File: src/rtl/rst_bank_pkg.sv
package rst_bank_pkg;
  localparam int BANK_BITS = 32;
  localparam int NUM_BANKS = 2;
  localparam int TOTAL     = BANK_BITS * NUM_BANKS;
  localparam int BANK_W    = $clog2(NUM_BANKS);
  localparam int BIT_W     = $clog2(BANK_BITS);
  localparam int PHYS_W    = $clog2(TOTAL);
  localparam int ADDR_W    = BANK_W + 2;

  typedef enum logic [1:0] {
    OP_STATUS = 2'd0,
    OP_SET    = 2'd1,
    OP_CLR    = 2'd2,
    OP_PEEK   = 2'd3
  } opKind_e;

  typedef struct packed {
    logic              rdStb;
    logic              wrStb;
    logic              dirOk;
    logic              isErr;
    opKind_e           op;
    logic [PHYS_W-1:0] phys;
  } dpCmd_t;
endpackage

File: src/rtl/rst_bank_ctrl.sv
module rst_bank_ctrl
  import rst_bank_pkg::*;
#(
  parameter logic [TOTAL-1:0] GAP_MASK = '0,
  parameter int               NUM_IDS  = TOTAL
) (
  input  logic              clk,
  input  logic              rstN,
  input  logic              reqValid,
  input  logic [1:0]        reqOp,
  input  logic [PHYS_W-1:0] reqId,
  output dpCmd_t            cmd,
  output logic              opDone,
  output logic              opErr
);
  typedef enum logic [1:0] {ST_IDLE, ST_READ, ST_WRITE} state_e;

  state_e            stateQ;
  logic [PHYS_W-1:0] physQ, physD;
  logic              errQ;
  opKind_e           opQ;
  logic              doneQ, errOutQ;

  // walk the unmasked lines to find the k-th one
  always_comb begin
    int cnt;
    cnt   = 0;
    physD = '0;
    for (int p = 0; p < TOTAL; p++) begin
      if (!GAP_MASK[p]) begin
        if (cnt == int'(reqId)) physD = PHYS_W'(p);
        cnt++;
      end
    end
  end

  always_ff @(posedge clk or negedge rstN) begin
    if (!rstN) begin
      stateQ  <= ST_IDLE;
      physQ   <= '0;
      errQ    <= 1'b0;
      opQ     <= OP_STATUS;
      doneQ   <= 1'b0;
      errOutQ <= 1'b0;
    end else begin
      doneQ   <= 1'b0;
      errOutQ <= 1'b0;
      unique case (stateQ)
        ST_IDLE: if (reqValid) begin
          physQ  <= physD;
          errQ   <= (int'(reqId) >= NUM_IDS);
          opQ    <= opKind_e'(reqOp);
          stateQ <= ST_READ;
        end
        ST_READ:  stateQ <= ST_WRITE;
        ST_WRITE: begin
          doneQ   <= 1'b1;
          errOutQ <= errQ;
          stateQ  <= ST_IDLE;
        end
        default:  stateQ <= ST_IDLE;
      endcase
    end
  end

  always_comb begin
    cmd.rdStb = (stateQ == ST_READ);
    cmd.wrStb = (stateQ == ST_WRITE);
    cmd.dirOk = (stateQ == ST_IDLE);
    cmd.isErr = errQ;
    cmd.op    = opQ;
    cmd.phys  = physQ;
  end

  assign opDone = doneQ;
  assign opErr  = errOutQ;
endmodule

File: src/rtl/rst_bank_dp.sv
module rst_bank_dp
  import rst_bank_pkg::*;
(
  input  logic                 clk,
  input  logic                 rstN,
  input  dpCmd_t               cmd,
  input  logic [ADDR_W-1:0]    regAddr,
  input  logic                 regWrEn,
  input  logic [BANK_BITS-1:0] regWrData,
  output logic [BANK_BITS-1:0] regRdData,
  output logic                 statusBit,
  output logic [TOTAL-1:0]     resetLines
);
  logic [BANK_BITS-1:0] bankQ [NUM_BANKS];
  logic [BANK_BITS-1:0] holdQ;
  logic                 statusQ;
  logic [BANK_W-1:0]    selBank, dirBank;
  logic [BIT_W-1:0]     selBit;
  logic [BANK_BITS-1:0] bitMask, modified;

  assign selBank = cmd.phys[PHYS_W-1 -: BANK_W];
  assign selBit  = cmd.phys[BIT_W-1:0];
  assign dirBank = regAddr[ADDR_W-1 -: BANK_W];
  assign bitMask = BANK_BITS'(1) << selBit;

  always_comb begin
    unique case (cmd.op)
      OP_SET:  modified = holdQ | bitMask;
      OP_CLR:  modified = holdQ & ~bitMask;
      default: modified = holdQ;
    endcase
  end

  for (genvar b = 0; b < NUM_BANKS; b++) begin : g_bank
    always_ff @(posedge clk or negedge rstN) begin
      if (!rstN) begin
        bankQ[b] <= '0;
      end else if (cmd.wrStb && !cmd.isErr && selBank == BANK_W'(b)) begin
        bankQ[b] <= modified;
      end else if (cmd.dirOk && regWrEn && dirBank == BANK_W'(b)) begin
        bankQ[b] <= regWrData;
      end
    end
    assign resetLines[b*BANK_BITS +: BANK_BITS] = bankQ[b];
  end

  always_ff @(posedge clk or negedge rstN) begin
    if (!rstN) begin
      holdQ   <= '0;
      statusQ <= 1'b0;
    end else begin
      if (cmd.rdStb) holdQ <= bankQ[selBank];
      if (cmd.wrStb) statusQ <= !cmd.isErr && holdQ[selBit];
    end
  end

  assign regRdData = bankQ[dirBank];
  assign statusBit = statusQ;
endmodule

File: src/rtl/rst_bank.sv
module rst_bank
  import rst_bank_pkg::*;
#(
  parameter logic [TOTAL-1:0] GAP_MASK = 64'h410086A8_80800002
) (
  input  logic                 clk,
  input  logic                 rstN,
  input  logic                 reqValid,
  input  logic [1:0]           reqOp,
  input  logic [PHYS_W-1:0]    reqId,
  output logic                 opDone,
  output logic                 opErr,
  output logic                 statusBit,
  input  logic [ADDR_W-1:0]    regAddr,
  input  logic                 regWrEn,
  input  logic [BANK_BITS-1:0] regWrData,
  output logic [BANK_BITS-1:0] regRdData,
  output logic [TOTAL-1:0]     resetLines
);
  localparam int NUM_IDS = TOTAL - $countones(GAP_MASK);

  dpCmd_t cmd;

  rst_bank_ctrl #(.GAP_MASK(GAP_MASK), .NUM_IDS(NUM_IDS)) ctrl_i (
    .clk(clk), .rstN(rstN), .reqValid(reqValid), .reqOp(reqOp), .reqId(reqId),
    .cmd(cmd), .opDone(opDone), .opErr(opErr)
  );

  rst_bank_dp dp_i (
    .clk(clk), .rstN(rstN), .cmd(cmd), .regAddr(regAddr), .regWrEn(regWrEn),
    .regWrData(regWrData), .regRdData(regRdData), .statusBit(statusBit),
    .resetLines(resetLines)
  );
endmodule

File: config.mk
export PLATFORM = sky130hd
export DESIGN_NAME = rst_bank
export DESIGN_NICKNAME = d
export VERILOG_FILES = /design/src/rtl/rst_bank_pkg.sv /design/src/rtl/rst_bank_ctrl.sv /design/src/rtl/rst_bank_dp.sv /design/src/rtl/rst_bank.sv
export SDC_FILE = /design/constraint.sdc
export NUM_CORES = 1
export LEC_CHECK = 0
export BUFFER_PORTS_ARGS = -buffer_cell sky130_fd_sc_hd__buf_2
export CAP_MARGIN = 20
export CORE_MARGIN = 10
export CORE_UTILIZATION = 40
export DETAILED_ROUTE_END_ITERATION = 10
export PLACE_DENSITY_LB_ADDON = 0.1
export SLEW_MARGIN = 5
export SYNTH_ARGS = -nofsm -noshare
export SYNTH_HDL_FRONTEND = slang
export SYNTH_HIERARCHICAL = 1
export SYNTH_SLANG_ARGS = --single-unit
File: constraint.sdc
create_clock -name clk -period 2.4 [get_ports clk]
set_clock_uncertainty 0.05 [all_clocks]
set_input_delay 0.48 -clock clk [delete_from_list [all_inputs] [get_ports clk]]
set_output_delay 0.48 -clock clk [all_outputs]
set_load 0.05 [all_outputs]
==> reports/metrics.cfg, run 1 <==
[status]
status = finished clean

[sta]
relSlewSlack = 0.477
holdWs_ns = 0.270
fin_setup_tns_ns = 0
hold_viol = 0
maxSlewViolCount = 0
finalCriticalPeriod_ns = 2.07
rsz0062_at_grt = false
fmax_mhz = 483
worstMarginPinSlew_ns = 0.785
setup_ws_ns = 0.330
setup_violations = 0
finalCritPeriodShare = 0.862

[die]
die-area_um2 = 23500
start_util = 0.409
die_h_um = 153
die_w_um = 153
io_pins = 146
row_count = 48
core_um2 = 17400

[route]
wl_um = 20600
via_per_inst = 5.42
drc = 0
ant_nets = 0
vias = 5924
drtIter0Drc = 364
dr.pass1.iters = 4
avgRoutedWirePerCell_um = 18.9

[run]
cap_viol_max_count = 0

[clock_network]
clkSinkCount = 110
cts_root_buffer = clkbuf_16
clockBufferDepth = 2
cts_resized = 0
cts_setup_buffers = 0
clk_pin_slew_worst_paths_ns = 0.07
cts_max_level = 3
cts_buffers = 9
ctsHoldBuffers = 1
cts_tree = done
clk_latency_ns = 0.36

[logic_synthesis]
yosys.area_share.adder = 0.00635
yosys.cell_types.count = 68
muxShareOfSynthArea = 0.229
synth_warnings = 6
async_flop_share = 1.00
synth_cells = 747
syn_nets = 796
synth-main-ff-cell = dfrtp_1
synth_area_um2 = 7100
synth.largest_area_cell = dfrtp_1
synth_top_area_share = 0.388
syn_avg_cell_area_um2 = 9.50
synth_compound_area_frac = 0.189
synth_area_leaders = dfrtp_1 39%, mux2_2 16%, mux2i_1 4.9%
synthXorXnorAreaFrac = 0.00247
ys_ff_latch = 110
synthSimpleGateAreaFrac = 0.128
synth-edff-count = 0
seq_area_frac_synth = 0.388
synth_top_family_by_area = multiplexers

[power_and_ir_drop]
peakVddDrop_mv = 0.861
leakagePower_uw = 0.00381
power_density_nw_per_um2 = 1550

[setup_path]
crit_path_max_fanout = 21
cp.arrival_ns = 2.26
start_kind = register
end_kind = register
cp.required_ns = 2.59
setup.worst_path.class = register to register

[layout]
nets = 911
final_layout_size_suffix_gt1_frac = 0.359
fillers = 1670
multiInputGateArea_um2 = 3950
regArea_um2 = 2750
n_antenna_cell = 0
syn2layout_area_growth_pct = 17.1

[place]
dpl_worst_slack_ns = 0.311
routabilityCongestion = 0.822
port-buffer-count = 143
dp_hpwl_um = 15000

[global_route]
antenna_found_initial = 0
grtUsageMet2 = 0.298
grt_max_degree = 52
track_usage = 0.170
use_met3 = 0.0351
grt_util_met1 = 0.206
grt_pass1_vias = 6049
busiest_layer = met2
grt_pass1_wl_um = 32900
gr-total-overflow = 0

[min_path]
hp-class = input port to register

flip-flops by register name (all words and copies together), names as in the netlist:
signal	cells
ctrl_i/errQ	1
ctrl_i/opDone	1
ctrl_i/opErr	1
ctrl_i/opQ	2
ctrl_i/physQ	6
ctrl_i/stateQ	2
dp_i/holdQ	32
dp_i/resetLines	64
dp_i/statusBit	1
cell usage after synthesis (all sizes together) (3+ instances only):
library cell and number:
o2bb2ai 5, and4bb 3, or2 3, inv 6, a21oi 65, a32oi 3, nor4b 3, buf 37
dfrtp 110, or3b 3, mux4 7, nor3 3, nand3 3, nand2b 7, nor2 43, mux2 98
mux2i 35, o21ai 111, nor2b 14, a21o 28, nand2 87, clkbuf 31, nand3b 5
critical path, stage by stage (launching register included):
cell     delay [ns]
dfrtp_1        0.85
mux4_2         0.60
mux2_2         0.28
nand2_1        0.09
a32oi_1        0.07
worst paths after layout:
path,from,end,slack [ns],depth (start not counted)
max in group asynchronous,rstN,dp_i/resetLines[11]$_DFFE_PN0P_,1.16,3
min reg2reg,ctrl_i/stateQ[1]$_DFFE_PN0P_,ctrl_i/stateQ[1]$_DFFE_PN0P_,0.48,1
max,ctrl_i/physQ[0]$_DFFE_PN0P_,dp_i/statusBit$_DFFE_PN0P_,0.33,4
max reg2reg,ctrl_i/physQ[0]$_DFFE_PN0P_,dp_i/statusBit$_DFFE_PN0P_,0.33,4
min in group asynchronous,rstN,dp_i/resetLines[36]$_DFFE_PN0P_,0.51,2
min,reqOp[1],ctrl_i/opQ[1]$_DFFE_PN0P_,0.27,3
cell families (layout without fill, tap and decap cells):
family | count (synthesis) | count (layout)
buffers and inverters | 74 | 194
AO/OA/AOI/OAI | 232 | 232
XOR/XNOR | 2 | 2
multiplexers | 140 | 140
flip-flops | 110 | 110
adder cells (fa/ha/maj) | 4 | 4
AND/OR/NAND/NOR | 185 | 185
layer usage:
metal / vias to the layer above / part of all wire
met5: - / 0
met4: 0 / 0.010
met3: 14 / 0.050
met2: 129 / 0.52
met1: 2876 / 0.43
li1: 2905 / -
cells in the final DEF, fill, tap and decap left out, types with 9 or more instances in the layout:
cell type | Yosys | layout
a21oi_1 | 64 | 64
nor2b_1 | 13 | 12
a21o_1 | 28 | 28
nand2_1 | 86 | 85
buf_2 | 17 | 142
o21ai_0 | 61 | 61
buf_4 | 3 | 25
nor2_1 | 42 | 41
mux2i_1 | 35 | 35
mux2_2 | 98 | 98
dfrtp_1 | 110 | 109
o21ai_1 | 50 | 50
clkbuf_16 | 0 | 9
stage by stage:
step / cells / area, um2 / util / power (uW)
finish: 1092 / 8310 / 0.479 / 12900
CTS: 1092 / 8310 / 0.479 / 13000
floorplan: 747 / 7100 / - / 9460
global placement: 1075 / 7990 / 0.460 / 11300
global route: 1092 / 8310 / 0.479 / 13700
detailed placement: 1075 / 7990 / 0.460 / 11400
where the power goes:
group	internal [uW]	switching (uW)	total [uW]
Combinational	2470	5240	7710
Sequential	2710	899	3610
Clock	872	706	1580
final cells by class:
| cell class | count | share of cell area |
|---|---|---|
| Clock inverter | 4 | 0.00663 |
| Clock buffer | 12 | 0.0309 |
| Timing Repair Buffer | 172 | 0.119 |
| Multi-Input combinational cell | 563 | 0.476 |
| Inverter | 6 | 0.00271 |
| Tap cell | 225 | 0.0339 |
| Sequential cell | 110 | 0.331 |
Power figures use the tool's default switching activity.
==> inputs of run 2 (changes only) <==
--- a/config.mk
+++ b/config.mk
@@ -10,9 +10,8 @@
 export CORE_MARGIN = 10
 export CORE_UTILIZATION = 40
 export DETAILED_ROUTE_END_ITERATION = 10
-export PLACE_DENSITY_LB_ADDON = 0.1
+export PLACE_DENSITY = 0.65
 export SLEW_MARGIN = 5
 export SYNTH_ARGS = -nofsm -noshare
 export SYNTH_HDL_FRONTEND = slang
-export SYNTH_HIERARCHICAL = 1
 export SYNTH_SLANG_ARGS = --single-unit
==> run 2 against run 1 <==
  * The flow now finishes with violations (hold timing)
  * Worst hold slack worse by 0.27 ns
  * Largest cell class unchanged
  * Sequential power about the same
  * First-iteration DRC count down 1.4%
  * Routed wire length down 4.8%
  * Combinational power down 14%
  * Global-route usage up 0.20 points
  * Clock power down 8%
  * Cell area down 3.7%
==> reports/metrics.cfg, run 2 <==
[sta]
finalCriticalPeriod_ns = 2.13  ; +0.0581 ns
setup_ws_ns = 0.272  ; -0.0581 ns
maxSlewViolCount = 0  ; unchanged
holdWs_ns = -0.00362  ; -0.273 ns
rsz0062_at_grt = false
relSlewSlack = 0.539  ; +0.0627
fin_setup_tns_ns = 0  ; unchanged
setup_violations = 0  ; unchanged
worstMarginPinSlew_ns = 0.691  ; -0.0940 ns
fmax_mhz = 470  ; -2.7%
finalCritPeriodShare = 0.887  ; +0.0242
hold_viol = 16  ; +16

[route]
drc = 0  ; unchanged
drtIter0Drc = 359  ; -1.4%
ant_nets = 0  ; unchanged
avgRoutedWirePerCell_um = 18.2  ; -3.6%
vias = 5890  ; -0.57%
dr.pass1.iters = 5  ; +1
via_per_inst = 5.46  ; +0.62%
wl_um = 19600  ; -4.8%

[logic_synthesis]
synth_area_um2 = 6810  ; -4.1%
syn_avg_cell_area_um2 = 9.14  ; -3.8%
synth.largest_area_cell = dfrtp_1
yosysMostFrequentCell = a21oi_1
async_flop_share = 1.00  ; unchanged
syn_nets = 794  ; -0.25%
ys_ff_latch = 110  ; unchanged
synth_area_leaders = dfrtp_1 40%, mux2i_1 15%, a21oi_1 9.5%
synth_cells = 745  ; -0.27%
yosys.cell_types.count = 52  ; -24%
seq_area_frac_synth = 0.404  ; +0.0164
synth_common_cells = 129 x a21oi_1, 110 x dfrtp_1, 104 x mux2i_1, 70 x nor2_1, 67 x o21ai_0
synth-main-ff-cell = dfrtp_1
synth-edff-count = 0  ; unchanged
synth_top_area_share = 0.404  ; +0.0164
synth_warnings = 0  ; -6

[setup_path]
cp.arrival_ns = 2.36  ; +0.10 ns
cp.depth = 7  ; +3
crit_path_max_fanout = 9  ; -57%
crit_buf_inv = 1  ; +1
crit_top_cell = a21oi_1
reg2reg_depth = 7  ; +3
worstPathCellList = inv_1 > ha_1 > nor4b_2 > a21oi_1 > a21oi_1 > mux2i_1 > a21oi_1
slowest_delay_ns = 0.47  ; -0.38 ns
cp_top_family = compound AO/OA/AOI/OAI gates
reg2reg_to = dp_i.resetLines[38]$_DFFE_PN0P_
end_kind = register
setup.worst_path.class = register to register
start_kind = register
crit_slowest_cell = ha_1
reg2reg_slack_ns = 0.27  ; -0.06 ns
cp.required_ns = 2.63  ; +0.04 ns
r2r-start = ctrl_i.opQ[0]$_DFFE_PN0P_

[layout]
multiInputGateArea_um2 = 3710  ; -6.0%
final_common_cell = buf_2
final_layout_size_suffix_gt1_frac = 0.276  ; -0.0825
finalCoreUtilization = 0.481  ; +0.00191
regArea_um2 = 2750  ; unchanged
nets = 902  ; -0.99%
largest_register_ffs = 64  ; unchanged
syn2layout_area_growth_pct = 17.5
mostFrequentLayoutCells = 142 x buf_2, 129 x a21oi_1, 109 x dfrtp_1, 104 x mux2i_1, 69 x nor2_1
fillers = 1615  ; -3.3%

[clock_network]
cts_max_level = 3  ; unchanged
ctsHoldBuffers = 0  ; -1
cts_root_buffer = clkbuf_16
cts_setup_buffers = 0  ; unchanged
clk_pin_slew_worst_paths_ns = 0.07  ; about the same
clk_latency_ns = 0.36  ; about the same
cts_buffers = 9  ; unchanged
clkSinkCount = 110  ; unchanged
cts_tree = done
clockBufferDepth = 2  ; unchanged
cts_resized = 0  ; unchanged

[global_route]
grt_max_degree = 55  ; +5.8%
antenna_found_initial = 1  ; +1
grt_pass1_wl_um = 31500  ; -4.3%
grt_pass1_vias = 5912  ; -2.3%
gr-total-overflow = 0  ; unchanged
track_usage = 0.172  ; +0.00200

[die]
die_h_um = 150  ; -1.8%
io_pins = 146  ; unchanged
die-area_um2 = 22600  ; -3.5%
start_util = 0.409  ; about the same
die_w_um = 150  ; -1.8%
core_um2 = 16600  ; -4.1%
row_count = 47  ; -2.1%

[power_and_ir_drop]
pwr-share-comb = 0.569  ; -0.029
power_density_nw_per_um2 = 1460  ; -6.0%
seq_power_share = 0.306  ; +0.026
leakagePower_uw = 0.00337  ; -12%
power.switching_uw = 6370  ; -6.9%
peakVddDrop_mv = 0.948  ; +10%
p_total_uw = 11700  ; -9.5%
switching_share = 0.546  ; +0.0152
intPower_uw = 5300  ; -12%
p_clk_frac = 0.125  ; +0.003

[place]
routabilityCongestion = 0.816  ; -0.71%
port-buffer-count = 143  ; unchanged
dp_hpwl_um = 14200  ; -4.8%
dpl_worst_slack_ns = 0.321  ; +0.0107 ns

[min_path]
hp-class = input port to asynchronous set/reset pin

[status]
status = finished, violations left
violations = hold timing

[run]
cap_viol_max_count = 0  ; unchanged

[run 2: cell types whose count changed after synthesis, moves of 10 or more]
cell,change
mux2i_1,+69
a21o_1,-28
a21oi_1,+65
mux2_2,-64
o21ai_1,-30
nand2_1,-36
buf_2,+10
nor2_1,+28
[run 2: worst max-delay path by stage]
stage	start	to	slack [ns]
2_1_floorplan	regAddr[2]	regRdData[10]	0.40
3_3_place_gp	ctrl_i.physQ[1]$_DFFE_PN0P_	dp_i.resetLines[60]$_DFFE_PN0P_	0.33
3_5_place_dp	ctrl_i.physQ[1]$_DFFE_PN0P_	dp_i.statusBit$_DFFE_PN0P_	0.32
4_1_cts	ctrl_i.opQ[0]$_DFFE_PN0P_	dp_i.resetLines[39]$_DFFE_PN0P_	0.31
5_1_grt	ctrl_i.opQ[0]$_DFFE_PN0P_	dp_i.resetLines[51]$_DFFE_PN0P_	0.05
6_report	ctrl_i.opQ[0]$_DFFE_PN0P_	dp_i.resetLines[38]$_DFFE_PN0P_	0.27
[run 2: kinds of logic after synthesis]
kind of cell	share of synthesized area
multiplexers	0.226
flip-flops	0.404
buffers and inverters	0.0529
XOR/XNOR	0.00129
AND/OR/NAND/NOR	0.127
AO/OA/AOI/OAI	0.185
adder cells (fa/ha/maj)	0.00367
[run 2: power groups by stage]
stage          clock (uW)  combinational [uW]  sequential (uW)
6_report             1450                6640             3580
5_1_grt              1550                7140             3740
4_1_cts              1470                6700             3580
3_5_place_dp            0                6680             3620
3_3_place_gp            0                6600             3570
2_1_floorplan           0                3480             5050
[run 2: cell type report]
type | instances | share of cell area
repair buffers | 165 | 0.118
inverters | 7 | 0.00328
well taps | 220 | 0.0344
diodes | 1 | 0.000313
flip-flops and latches | 110 | 0.344
multi-input cells | 560 | 0.464
clock inverters | 7 | 0.00688
clock buffers | 9 | 0.0282
[run 2: per-stage QoR]
stage | instances | instance area (um2)
3_5_place_dp | 1062 | 7720
3_3_place_gp | 1062 | 7720
4_1_cts | 1078 | 8000
6_report | 1079 | 8000
2_1_floorplan | 745 | 6810
5_1_grt | 1079 | 8000
[run 2: worst reg2reg max path, stage by stage, from the launching register on]
cell and delay (ns):
dfrtp_1 0.35, inv_1 0.06, ha_1 0.47, nor4b_2 0.46
a21oi_1 0.13, a21oi_1 0.24, mux2i_1 0.13, a21oi_1 0.17
[run 2: per-layer routing]
layer | wire [um] | up-vias | part of all wire | global-route usage
met5 | 0 | - | 0 | 0
met4 | 297 | 0 | 0.015 | 0.0515
met3 | 1190 | 26 | 0.061 | 0.0396
met2 | 9230 | 169 | 0.47 | 0.272
met1 | 8900 | 2816 | 0.45 | 0.230
li1 | - | 2879 | - | -
